===== src/rtl/r4_mul_pkg.sv =====
// Package: shared digit encoding for the radix-4 unsigned multiplier.
// Assumes: digits are unsigned 2-bit values taken from non-overlapping bit pairs.
package r4_mul_pkg;

    typedef enum logic [1:0] {
        DIG_ZERO  = 2'b00,
        DIG_ONE   = 2'b01,
        DIG_TWO   = 2'b10,
        DIG_THREE = 2'b11
    } r4_digit_e;

endpackage


===== src/rtl/r4_row_gen.sv =====
// Module: r4_row_gen
// Does: turns one base-4 digit and the multiplicand into a partial-product row.
//       The row is 0, 1x, 2x or 3x the multiplicand.
// Assumes: the 3x value fits in AW+2 bits, which is always true.
module r4_row_gen #(
    parameter int AW = 8,
    localparam int RW = AW + 2
) (
    input  logic [AW-1:0] mcand,
    input  logic [1:0]    digit,
    output logic [RW-1:0] row
);
    import r4_mul_pkg::*;

    logic [RW-1:0] x1;
    logic [RW-1:0] x2;

    assign x1 = RW'(mcand);
    assign x2 = x1 << 1;

    // Pick the row for this digit; 3x is built as 1x plus 2x.
    always_comb begin
        unique case (r4_digit_e'(digit))
            DIG_ZERO:  row = '0;
            DIG_ONE:   row = x1;
            DIG_TWO:   row = x2;
            DIG_THREE: row = x1 + x2;
            default:   row = '0;
        endcase
    end
endmodule


===== src/rtl/r4_step_ctrl.sv =====
// Module: r4_step_ctrl
// Does: steps a digit index from 0 to NG-1, one step per cycle after start.
//       It raises busy while stepping and done after the last step.
// Assumes: start is a single-cycle pulse. A start while busy restarts the count.
module r4_step_ctrl #(
    parameter int NG = 4,
    localparam int IW = (NG > 1) ? $clog2(NG) : 1
) (
    input  logic          clk,
    input  logic          rst_n,
    input  logic          start,
    output logic          busy,
    output logic          done,
    output logic [IW-1:0] idx
);
    localparam logic [IW-1:0] LAST = IW'(NG - 1);

    // Sequence the digit index and the busy/done flags.
    always_ff @(posedge clk) begin
        if (!rst_n) begin
            busy <= 1'b0;
            done <= 1'b0;
            idx  <= '0;
        end else if (start) begin
            busy <= 1'b1;
            done <= 1'b0;
            idx  <= '0;
        end else if (busy) begin
            if (idx == LAST) begin
                busy <= 1'b0;
                done <= 1'b1;
                idx  <= '0;
            end else begin
                idx <= idx + 1'b1;
            end
        end
    end
endmodule


===== src/rtl/r4_accum.sv =====
// Module: r4_accum
// Does: captures the operands on start. On each busy cycle it adds the row
//       for the current digit, shifted left by twice the digit index.
// Assumes: BW is even and at least 4, so a row always fits in the product width.
module r4_accum #(
    parameter int AW = 8,
    parameter int BW = 8,
    localparam int NG = BW / 2,
    localparam int IW = (NG > 1) ? $clog2(NG) : 1,
    localparam int PW = AW + BW,
    localparam int RW = AW + 2
) (
    input  logic          clk,
    input  logic          rst_n,
    input  logic          start,
    input  logic          busy,
    input  logic [IW-1:0] idx,
    input  logic [AW-1:0] mcand,
    input  logic [BW-1:0] mplier,
    output logic [PW-1:0] product
);
    logic [AW-1:0] a_q;
    logic [BW-1:0] b_q;
    logic [1:0]    digit;
    logic [RW-1:0] row;
    logic [PW-1:0] row_sh;

    // Select the current 2-bit digit from the captured multiplier.
    always_comb begin
        digit = 2'b00;
        for (int g = 0; g < NG; g++) begin
            if (idx == IW'(g)) digit = b_q[2*g +: 2];
        end
    end

    r4_row_gen #(.AW(AW)) u_row (
        .mcand (a_q),
        .digit (digit),
        .row   (row)
    );

    // Align the row to its digit weight.
    assign row_sh = PW'(row) << {idx, 1'b0};

    // Capture operands on start and accumulate one row per busy cycle.
    always_ff @(posedge clk) begin
        if (!rst_n) begin
            a_q     <= '0;
            b_q     <= '0;
            product <= '0;
        end else if (start) begin
            a_q     <= mcand;
            b_q     <= mplier;
            product <= '0;
        end else if (busy) begin
            product <= product + row_sh;
        end
    end
endmodule


===== src/rtl/r4_seq_mul.sv =====
// Module: r4_seq_mul (top)
// Does: unsigned AW x BW multiply. The multiplier is split into BW/2 radix-4
//       digits, and one partial-product row is added per clock.
// Assumes: BW is even and at least 4. Reset is synchronous and active low.
module r4_seq_mul #(
    parameter int AW = 8,
    parameter int BW = 8,
    localparam int NG = BW / 2,
    localparam int IW = (NG > 1) ? $clog2(NG) : 1,
    localparam int PW = AW + BW
) (
    input  logic          clk,
    input  logic          rst_n,
    input  logic          start,
    input  logic [AW-1:0] mcand,
    input  logic [BW-1:0] mplier,
    output logic [PW-1:0] product,
    output logic          busy,
    output logic          done
);
    logic [IW-1:0] idx;

    r4_step_ctrl #(.NG(NG)) u_ctrl (
        .clk   (clk),
        .rst_n (rst_n),
        .start (start),
        .busy  (busy),
        .done  (done),
        .idx   (idx)
    );

    r4_accum #(.AW(AW), .BW(BW)) u_acc (
        .clk     (clk),
        .rst_n   (rst_n),
        .start   (start),
        .busy    (busy),
        .idx     (idx),
        .mcand   (mcand),
        .mplier  (mplier),
        .product (product)
    );
endmodule


===== config.mk =====
export PLATFORM = sky130hd
export DESIGN_NAME = r4_seq_mul
export DESIGN_NICKNAME = d
export VERILOG_FILES = /design/src/rtl/r4_mul_pkg.sv /design/src/rtl/r4_row_gen.sv /design/src/rtl/r4_step_ctrl.sv /design/src/rtl/r4_accum.sv /design/src/rtl/r4_seq_mul.sv
export SDC_FILE = /design/constraint.sdc
export NUM_CORES = 1
export LEC_CHECK = 0
export ABC_AREA = 1
export ABC_CLOCK_PERIOD_IN_PS = 7500
export BUFFER_PORTS_ARGS = -buffer_cell sky130_fd_sc_hd__buf_2
export CAP_MARGIN = 10
export CORE_UTILIZATION = 30
export CTS_BUF_LIST = sky130_fd_sc_hd__clkbuf_8
export DETAILED_ROUTE_END_ITERATION = 7
export SYNTH_ARGS = -nofsm -noshare
export SYNTH_HDL_FRONTEND = slang
export SYNTH_HIERARCHICAL = 1
export SYNTH_SLANG_ARGS = --single-unit

===== constraint.sdc =====
create_clock -name clk -period 7.5 [get_ports clk]
set_input_delay 0.375 -clock clk [delete_from_list [all_inputs] [get_ports clk]]
set_output_delay 0.375 -clock clk [all_outputs]
set_load 0.02 [all_outputs]

# --- After elaboration in Yosys (flattened, before gate mapping) ---
# Cells that the tools add are included.
classes:
  n_addsub: 3
  eq_ne: 6
  shifts: 1
  muxes: 9
  bitwise_logic: 1
  n_reduce_logical: 4
ops:
  columns: ["op", "count"]
  rows:
  - ["one-hot mux 10 bit (4 select lines)", 1]
  - ["adder 16 bit", 1]
  - ["left shift 10 x 3 -> 16 bit", 1]
  - ["adder 8 x 9 -> 10 bit", 1]
  - ["2-to-1 mux 2 bit", 5]
  - ["equality test 2 bit (second input constant)", 4]
  - ["equality test 2 x 1 -> 1 bit (second input constant)", 2]
  - ["logical NOT 2 bit", 2]
  - ["2-to-1 mux 1 bit", 3]
  - ["adder 2 x 1 -> 2 bit (second input constant)", 1]
  - ["AND reduction 2 bit", 1]
  - ["OR reduction 2 bit", 1]
  - ["inverter 1 bit", 1]
totals:
  reg_bits: 36
  inputBits: 19
  output_inout_bits: 18
  word_cells: 30

# --- Depth between registers and ports, before layout ---
# Gate-level depths: netlist of the first run.
depth:
  word_depth: 9
  mapped_depth: 25
  depth_no_buf: 25

# --- By module ---
# The synthesis of the first run kept the hierarchy.
modules_own_cells:
  columns: ["module", "instances", "cells_each", "area_per_inst_um2", "seq_area_each_um2"]
  rows:
  - ["r4_accum", 1, 388, 2404.8, 640.6]
  - ["r4_row_gen", 1, 96, 510.5, 0.0]
  - ["r4_step_ctrl", 1, 20, 161.4, 80.1]

# --- Worst setup path after synthesis of the first run ---
# OpenSTA, ideal clock, no wires.
synth_path:
  path_kind: "register to register"
  startpoint: "register u_ctrl.idx[0]"
  endpoint: "register u_acc.product[8]"
  setup_time_ns: 0.109
  arrival_time_ns: 2.833
  required_ns: 7.391
  setup_slack_ns: 4.558
  path_stages_with_launch: 22
  n_path_buf: 2
  period_less_slack_ns: 2.942
  path_cell_list: "dfxtp_1 -> buf_6 -> buf_2 -> a221oi_1 -> a21oi_1 -> or2_1 -> inv_2 -> nand2_1 -> o211ai_1 -> inv_1 -> nand2_1 -> o21ai_0 -> nor2_1 -> ha_1 -> or2_1 -> and2_4 -> nand2_2 -> nand2_2 -> xnor2_1 -> nand2_1 -> nand2_1 -> inv_1"
synth_via:
  elab_chain_len: 9
  elab_cells_between_ends: 15
  cone_classes: "add/sub (1); eq/ne (6); shift (1); mux (5); reduce/logical (2)"
synth_rtl:
  columns: ["item", "line", "rtl"]
  rows:
  - ["start: declaration", "r4_step_ctrl.sv:14", "output logic [IW-1:0] idx"]
  - ["start signal: assignment", "r4_step_ctrl.sv:34", "idx <= idx + 1'b1;"]
  - ["logical NOT 2 bit", "r4_accum.sv:32", "if (idx == IW'(g)) digit = b_q[2*g +: 2];"]
  - ["2-to-1 mux 2 bit (3 in series)", "r4_accum.sv:32", null]
  - ["2-to-1 mux 2 bit (*)", "r4_accum.sv:32", null]
  - ["net u_acc.digit[0]", "r4_accum.sv:24", "logic [1:0] digit;"]
  - ["equality test 2 bit, or another cell as far along", "r4_row_gen.sv:23", "unique case (r4_digit_e'(digit))"]
  - ["one-hot mux 10 bit (4 select lines) (*)", "r4_row_gen.sv:23", null]
  - ["net u_acc.row[1]", "r4_accum.sv:25", "logic [RW-1:0] row;"]
  - ["left shift 10 x 3 -> 16 bit (*)", "r4_accum.sv:43", "assign row_sh = PW'(row) << {idx, 1'b0};"]
  - ["adder 16 bit (*)", "r4_accum.sv:56", "product <= product + row_sh;"]
  - ["end signal: assignment", "r4_accum.sv:56", null]
  - ["end: declaration", "r4_accum.sv:20", "output logic [PW-1:0] product"]
# Mark *: on every way through the listed nets, which the timed path passes. The rest lies on a longest branch.
# A chain may end at the register's enable or synchronous reset.

# --- Worst setup path after layout of the first run ---
layout_path:
  startpoint: "register u_ctrl.idx[0]"
  endpoint: "register u_acc.product[12]"
# The elaborated chain is that of the path after synthesis.

==> impl_metrics.yaml, run 1 <==
power:
  ir_drop_mv: 0.0866
  p_leak_uw: 0.00188
  p_per_area_mw_per_mm2: 146
yosys:
  synth_area_mm2: 0.00308
  avgSynthCellArea_um2: 6.10
  ys_seq_area_frac: 0.234
  netlist_instances: 504
  ys_ff_latch: 36
  synth_cell_types: 38
  yosysWarnings: 6
  synth_nets: 549
layout:
  drive_gt1_frac: 0.138
  antennaDiodeCount: 0
  syn2layout_area_growth_pct: 13.0
  final_cell_mix: "nand2_1 (132), nor2_1 (81), inv_1 (77)"
  n_fill_cell: 1072
  nets: 582
  mostFrequentLayoutCell: "nand2_1"
route:
  num_vias: 3064
  avgRoutedWirePerCell_um: 11.4
  drc: 0
  wirelength_mm: 7.64
  postRouteAntennaNets: 0
  drt_iter0_markers: 170
  dr.pass1.iters: 4
  routed_via_density: 4.57
floorplan:
  fp.dieArea_mm2: 0.0107
  core_area_mm2: 0.00986
  die_width_um: 103
  num_rows: 36
  start_util: 0.312
  die_y_um: 103
  boundaryPins: 37
placed_design:
  portBuffers: 36
  place_hpwl_mm: 5.99
  place_congestion: 0.898
sta:
  hold_violations: 0
  skew_ps: 15.9
  maxSlewHeadroom: 0.508
  finalMaxSlewViolations: 0
  grt_setup_unrepaired: "false"
  finalCritPeriodShare: 0.509
  finalCriticalPeriod_ps: 3820
  tns_ps: 0
  fin_worst_hold_slack_ps: 298
  worstMarginPinSlew_ps: 737
  setup_viol: 0
  timing.fmax_ghz: 0.262
worst_setup_path:
  start_kind: "flop"
  crit_arrival_ps: 4010
  reg2reg_depth: 20
  r2r_slack_ps: 3680
  r2r-end: "u_acc/product[12]$_SDFFE_PP0P_"
  endpoint_kind: "flop"
  r2r-start: "u_ctrl/idx[0]$_SDFFE_PP0P_"
  critPathKind: "flop to flop"
  cp.required_ps: 7700
  crit_fanout: 19
clocking:
  cts_max_level: 2
  worst_skew_pair.late_latency_ps: 310
  postCtsHoldBufs: 0
  clock_path_buffers: 2
  clkTransAtPathRegs_ps: 90
  numCtsBuffers: 5
  cts-resized-gates: 0
  tritoncts: "yes"
  clock_tree.root_cell: "clkbuf_8"
  cts.sinks: 36
  post-cts-setup-buffer-count: 0
hold_path:
  min_from: "mcand[0]"
  worstHoldPathType: "primary input to flop"
  worstHoldEndpoint: "u_acc/a_q[0]$_SDFFE_PN0P_"
  holdPathStages: 3
grt:
  grt_max_degree: 29
  grt_pass1_wl_mm: 12.7
  grt_pass1_vias: 2733
  antenna_found_initial: 0
  grt-ovfl-total: 0
  grt_use_total: 0.153
job:
  maxCapViolCount: 0
run_status:
  status: "complete, no violations"
==> worst max-delay path by stage <==
stage / from / endpoint / slack [ps] / cells after the start
floorplan: u_ctrl/idx[0]$_SDFFE_PP0P_ / u_acc/product[8]$_SDFFE_PP0P_ / 4560 / 21
global placement: u_ctrl/idx[0]$_SDFFE_PP0P_ / u_acc/product[13]$_SDFFE_PP0P_ / 3850 / 19
detailed placement: u_ctrl/idx[0]$_SDFFE_PP0P_ / u_acc/product[13]$_SDFFE_PP0P_ / 3740 / 19
CTS: u_ctrl/idx[0]$_SDFFE_PP0P_ / u_acc/product[14]$_SDFFE_PP0P_ / 3700 / 21
global route: u_ctrl/idx[0]$_SDFFE_PP0P_ / u_acc/product[13]$_SDFFE_PP0P_ / 3270 / 19
finish: u_ctrl/idx[0]$_SDFFE_PP0P_ / u_acc/product[12]$_SDFFE_PP0P_ / 3680 / 20
==> logic make-up after synthesis <==
family	share of synthesized area
flip-flops	0.234
XOR/XNOR	0.0142
AO/OA/AOI/OAI	0.102
multiplexers	0.0293
buffers and inverters	0.131
adder cells (fa/ha/maj)	0.111
AND/OR/NAND/NOR	0.379
==> area by class of cell <==
type                            instances  area [um^2]  area share
Timing Repair Buffer                   37          188      0.0540
Clock buffer                            5         68.8      0.0198
Sequential cell                        36          721       0.207
Multi-Input combinational cell        368         1950       0.562
Inverter                               89          334      0.0961
Tap cell                              133          166      0.0479
Clock inverter                          3         46.3      0.0133
==> through the flow <==
stage / cells / power (uW) / area [um^2] / util / setup WS, ps
5_1_grt: 671 / 537 / 3480 / 0.352 / 3270
2_1_floorplan: 504 / 296 / 3080 / - / 4560
3_5_place_dp: 663 / 325 / 3360 / 0.341 / 3740
4_1_cts: 671 / 514 / 3480 / 0.352 / 3700
6_report: 671 / 508 / 3480 / 0.352 / 3680
3_3_place_gp: 663 / 323 / 3360 / 0.341 / 3850
==> where the power goes <==
part           switching [uW]  total, uW  leakage, uW  internal [uW]
Clock                    86.4        187    0.0000548            100
Combinational            68.6        109      0.00153           40.5
Sequential               11.2        212     0.000296            201
Total                     166        508      0.00188            342
==> Yosys cell counts <==
library cell  count  area (um^2)
buf_4             1         7.51
clkinv_1          1         3.75
o21ai_1           1         5.00
fa_1              2         40.0
inv_1            77          289
nor2_1           81          304
nor2_2            1         6.26
nand2_2           6         37.5
o221ai_1          2         17.5
ha_1             24          300
o21bai_1          1         7.51
o21ai_0          23          115
nand2_1         132          495
nand4_1           3         18.8
dfxtp_1          36          721
a221oi_1          1         8.76
nor3_2            3         30.0
nand3_2           2         20.0
a21oi_1          14         70.1
xnor2_1           2         17.5
inv_2            11         41.3
o2111ai_1         2         17.5
mux2i_1           9         90.1
and2_4            2         17.5
nand3_1          38          190
buf_2             5         25.0
clkbuf_1          3         11.3
nand2_4           1         11.3
or2_4             1         8.76
o22ai_1           5         31.3
a21oi_2           2         17.5
xor2_1            3         26.3
o211ai_1          2         15.0
buf_6             1         11.3
nand3b_1          1         7.51
or2_1             3         18.8
a21boi_1          1         7.51
clkbuf_8          1         13.8
==> routing by layer <==
layer | global-route usage | vias up | wire length [um]
li1 | - | 1645 | -
met1 | 0.208 | 1356 | 3770
met2 | 0.251 | 55 | 3470
met3 | 0.0255 | 8 | 322
met4 | 0.0423 | 0 | 75
met5 | 0 | - | 0
==> flip-flops by register name (all words and copies together), names as in the netlist <==
name and count:
u_acc/b_q 8, u_ctrl/done 1, u_ctrl/busy 1, u_acc/a_q 8
u_acc/product 16, u_ctrl/idx 2
==> worst max-delay path, stage by stage (launching register included) <==
cell and delay, ps:
dfxtp_1 810, nor2_1 180, a221oi_1 320, a21oi_1 190, or2_1 330, inv_2 120, nand2_1 50, o211ai_1 70
inv_1 90, nand2_1 70, o21ai_0 130, nor2_1 200, ha_1 290, or2_1 240, and2_4 180, nand3_1 100
nand3_1 80, nand2_1 60, nand3_1 80, nand2_1 80, inv_1 30
Power figures use the tool's default switching activity.
==> run 2, diff against run 1 <==
- ABC_AREA: 1 -> 0
- ABC_CLOCK_PERIOD_IN_PS: 7500 -> 3100
- clock period: 7.5 -> 3.1 ns (I/O delays scaled with it)
==> impl_metrics.yaml, run 2 <==
layout:
  drive_gt1_frac: 0.481
  final_cells: 568
  final_cell_mix: "buf_4 (85), buf_2 (36), mux2i_1 (32), dfxtp_1 (32), nor2_1 (25)"
  top_regs: "u_acc/product x16, u_acc/a_q x8, u_acc/b_q x8"
  mostFrequentLayoutCell: "buf_4"
  antennaDiodeCount: 0
  largest_register_ffs: 16
  final_util: 0.457
  n_fill_cell: 889
  top_register: "u_acc/product"
  nets: 483
  syn2layout_area_growth_pct: 47.5
route:
  drt_iter0_markers: 92
  wirelength_mm: 7.76
  drc: 0
  num_vias: 2781
  dr.pass1.iters: 4
  routed_via_density: 4.90
  postRouteAntennaNets: 0
  avgRoutedWirePerCell_um: 13.7
sta:
  finalCriticalPeriod_ps: 3490
  timing.fmax_ghz: 0.287
  grt_setup_unrepaired: "true"
  worst_slack_ps: -389
  setup_viol: 11
  hold_violations: 0
  finalCritPeriodShare: 1.13
  maxSlewHeadroom: 0.648
  skew_ps: 10.8
  finalMaxSlewViolations: 0
  worstMarginPinSlew_ps: 528
yosys:
  synth_area_mm2: 0.00287
  synth_most_common_cell: "dfxtp_1"
  synth_nets: 366
  yosysTopAreaCell: "dfxtp_1"
  synth_edf_count: 0
  yosys.area.top_type_share: 0.252
  netlist_instances: 321
  avgSynthCellArea_um2: 8.93
  synthArstFlopShare: 0
  yosysWarnings: 6
  synth_area_leaders: "dfxtp_1 (25%), mux2i_1 (12%), ha_1 (10%), nor2b_1 (5.0%), a21oi_1 (3.7%)"
  ys.flop_type: "dfxtp_1"
  ys_ff_latch: 36
  synth_commonest_cells: "dfxtp_1 (36), mux2i_1 (35), nor2_1 (27)"
  synth_cell_types: 64
  ys_seq_area_frac: 0.252
floorplan:
  start_util: 0.310
  fp.dieArea_mm2: 0.00995
  num_rows: 35
  die_y_um: 99.7
  boundaryPins: 37
  core_area_mm2: 0.00924
  die_width_um: 99.7
grt:
  grt-ovfl-total: 0
  grt_pass1_vias: 2738
  grt_max_degree: 23
  grt_pass1_wl_mm: 12.6
  grt_use_total: 0.158
  antenna_found_initial: 0
worst_setup_path:
  critPathKind: "flop to flop"
  cp.required_ps: 3300
  crit_arrival_ps: 3690
  endpoint_kind: "flop"
  start_kind: "flop"
  crit_fanout: 4
run_status:
  status: "finished, violations left"
  violations: "setup timing"
power:
  netSwitchingPower_uw: 363
  netSwitchingFraction: 0.317
  p_int_uw: 781
  clock_power_share: 0.322
  power_frac_comb: 0.247
  p_leak_uw: 0.00191
  power_uw: 1140
  p_per_area_mw_per_mm2: 271
  pwr-share-seq: 0.431
  ir_drop_mv: 0.228
clocking:
  clock_tree.root_cell: "clkbuf_8"
  numCtsBuffers: 5
  cts.sinks: 36
  worst_skew_pair.late_latency_ps: 310
  clock_path_buffers: 2
  clkTransAtPathRegs_ps: 90
  cts_max_level: 2
  tritoncts: "yes"
placed_design:
  place_hpwl_mm: 5.75
  portBuffers: 36
  dp_slack_ps: -473
  place_congestion: 0.874
  place_inst: 547
job:
  maxCapViolCount: 0
hold_path:
  worstHoldPathType: "primary input to flop"
run 2: area by class of cell:
cell class                      count  area (um^2)  share of cell area
Timing Repair Buffer              125          872               0.206
Multi-Input combinational cell    262         2340               0.554
Clock inverter                      3         23.8             0.00562
Sequential cell                    36          731               0.173
Tap cell                          129          161              0.0382
Inverter                            8         30.0             0.00710
Clock buffer                        5         68.8              0.0163
run 2: power by group through the flow:
stage / logic [uW] / clock network [uW] / registers (uW)
2_1_floorplan: 153 / 0 / 505
3_3_place_gp: 247 / 0 / 504
3_5_place_dp: 252 / 0 / 504
4_1_cts: 268 / 377 / 493
5_1_grt: 309 / 395 / 495
6_report: 282 / 369 / 493
run 2: per-layer routing:
layer	up-vias	routed length (um)	share of wire	GRT usage
li1	1399	-	-	-
met1	1313	3560	0.46	0.198
met2	56	3750	0.48	0.274
met3	13	341	0.044	0.0323
met4	0	102	0.013	0.0396
met5	-	0	0	0
run 2: cells by family (layout without fill, tap and decap cells):
group	after synthesis	after routing	share of synthesized area
compound gates	84	84	0.214
xor+xnor	13	13	0.0397
fa+ha+maj	26	26	0.119
buf+inv	23	141	0.0402
flops	36	36	0.252
mux	39	39	0.146
simple gates	100	100	0.190
run 2: worst paths after layout:
kind | start | to | slack [ps] | depth (start not counted)
max | u_acc/a_q[1]$_SDFFE_PN0P_ | u_acc/product[13]$_SDFFE_PP0P_ | -390 | 18
min | mcand[1] | u_acc/a_q[1]$_SDFFE_PN0P_ | 110 | 3
max reg2reg | u_acc/a_q[1]$_SDFFE_PN0P_ | u_acc/product[13]$_SDFFE_PP0P_ | -390 | 18
min reg2reg | u_ctrl/done$_SDFFE_PP0P_ | u_ctrl/done$_SDFFE_PP0P_ | 480 | 2
run 2: critical path: stages, from the launching register on:
cell and delay, ps:
dfxtp_4 380, ha_4 140, inv_2 40, fa_2 350
and2b_2 250, o31ai_4 60, a21oi_2 180, xnor2_1 130
o21ai_1 90, mux2_4 300, nand2_1 70, o21ai_1 60
ha_1 370, nand4_1 200, buf_4 190, buf_4 120
o21ai_2 170, nand2_1 70, a32o_1 190
run 2: through the flow:
step           hold WS (ps)  setup TNS, ps  instance area [um^2]
2_1_floorplan           273          -1190                  2960
4_1_cts                 109          -2800                  4060
5_1_grt                 119          -4740                  4230
6_report                106          -2940                  4230
3_5_place_dp            423          -3790                  3770
3_3_place_gp            410          -3290                  3770
run 2: what timing repair did:
item | CTS | global route
gates resized for setup | 29 | 30
endpoints found under the setup margin | 11 | 12
setup buffers | 10 | 3
cloned | 0 | 0
pin swaps | 32 | 19
hold buffers | 0 | 0
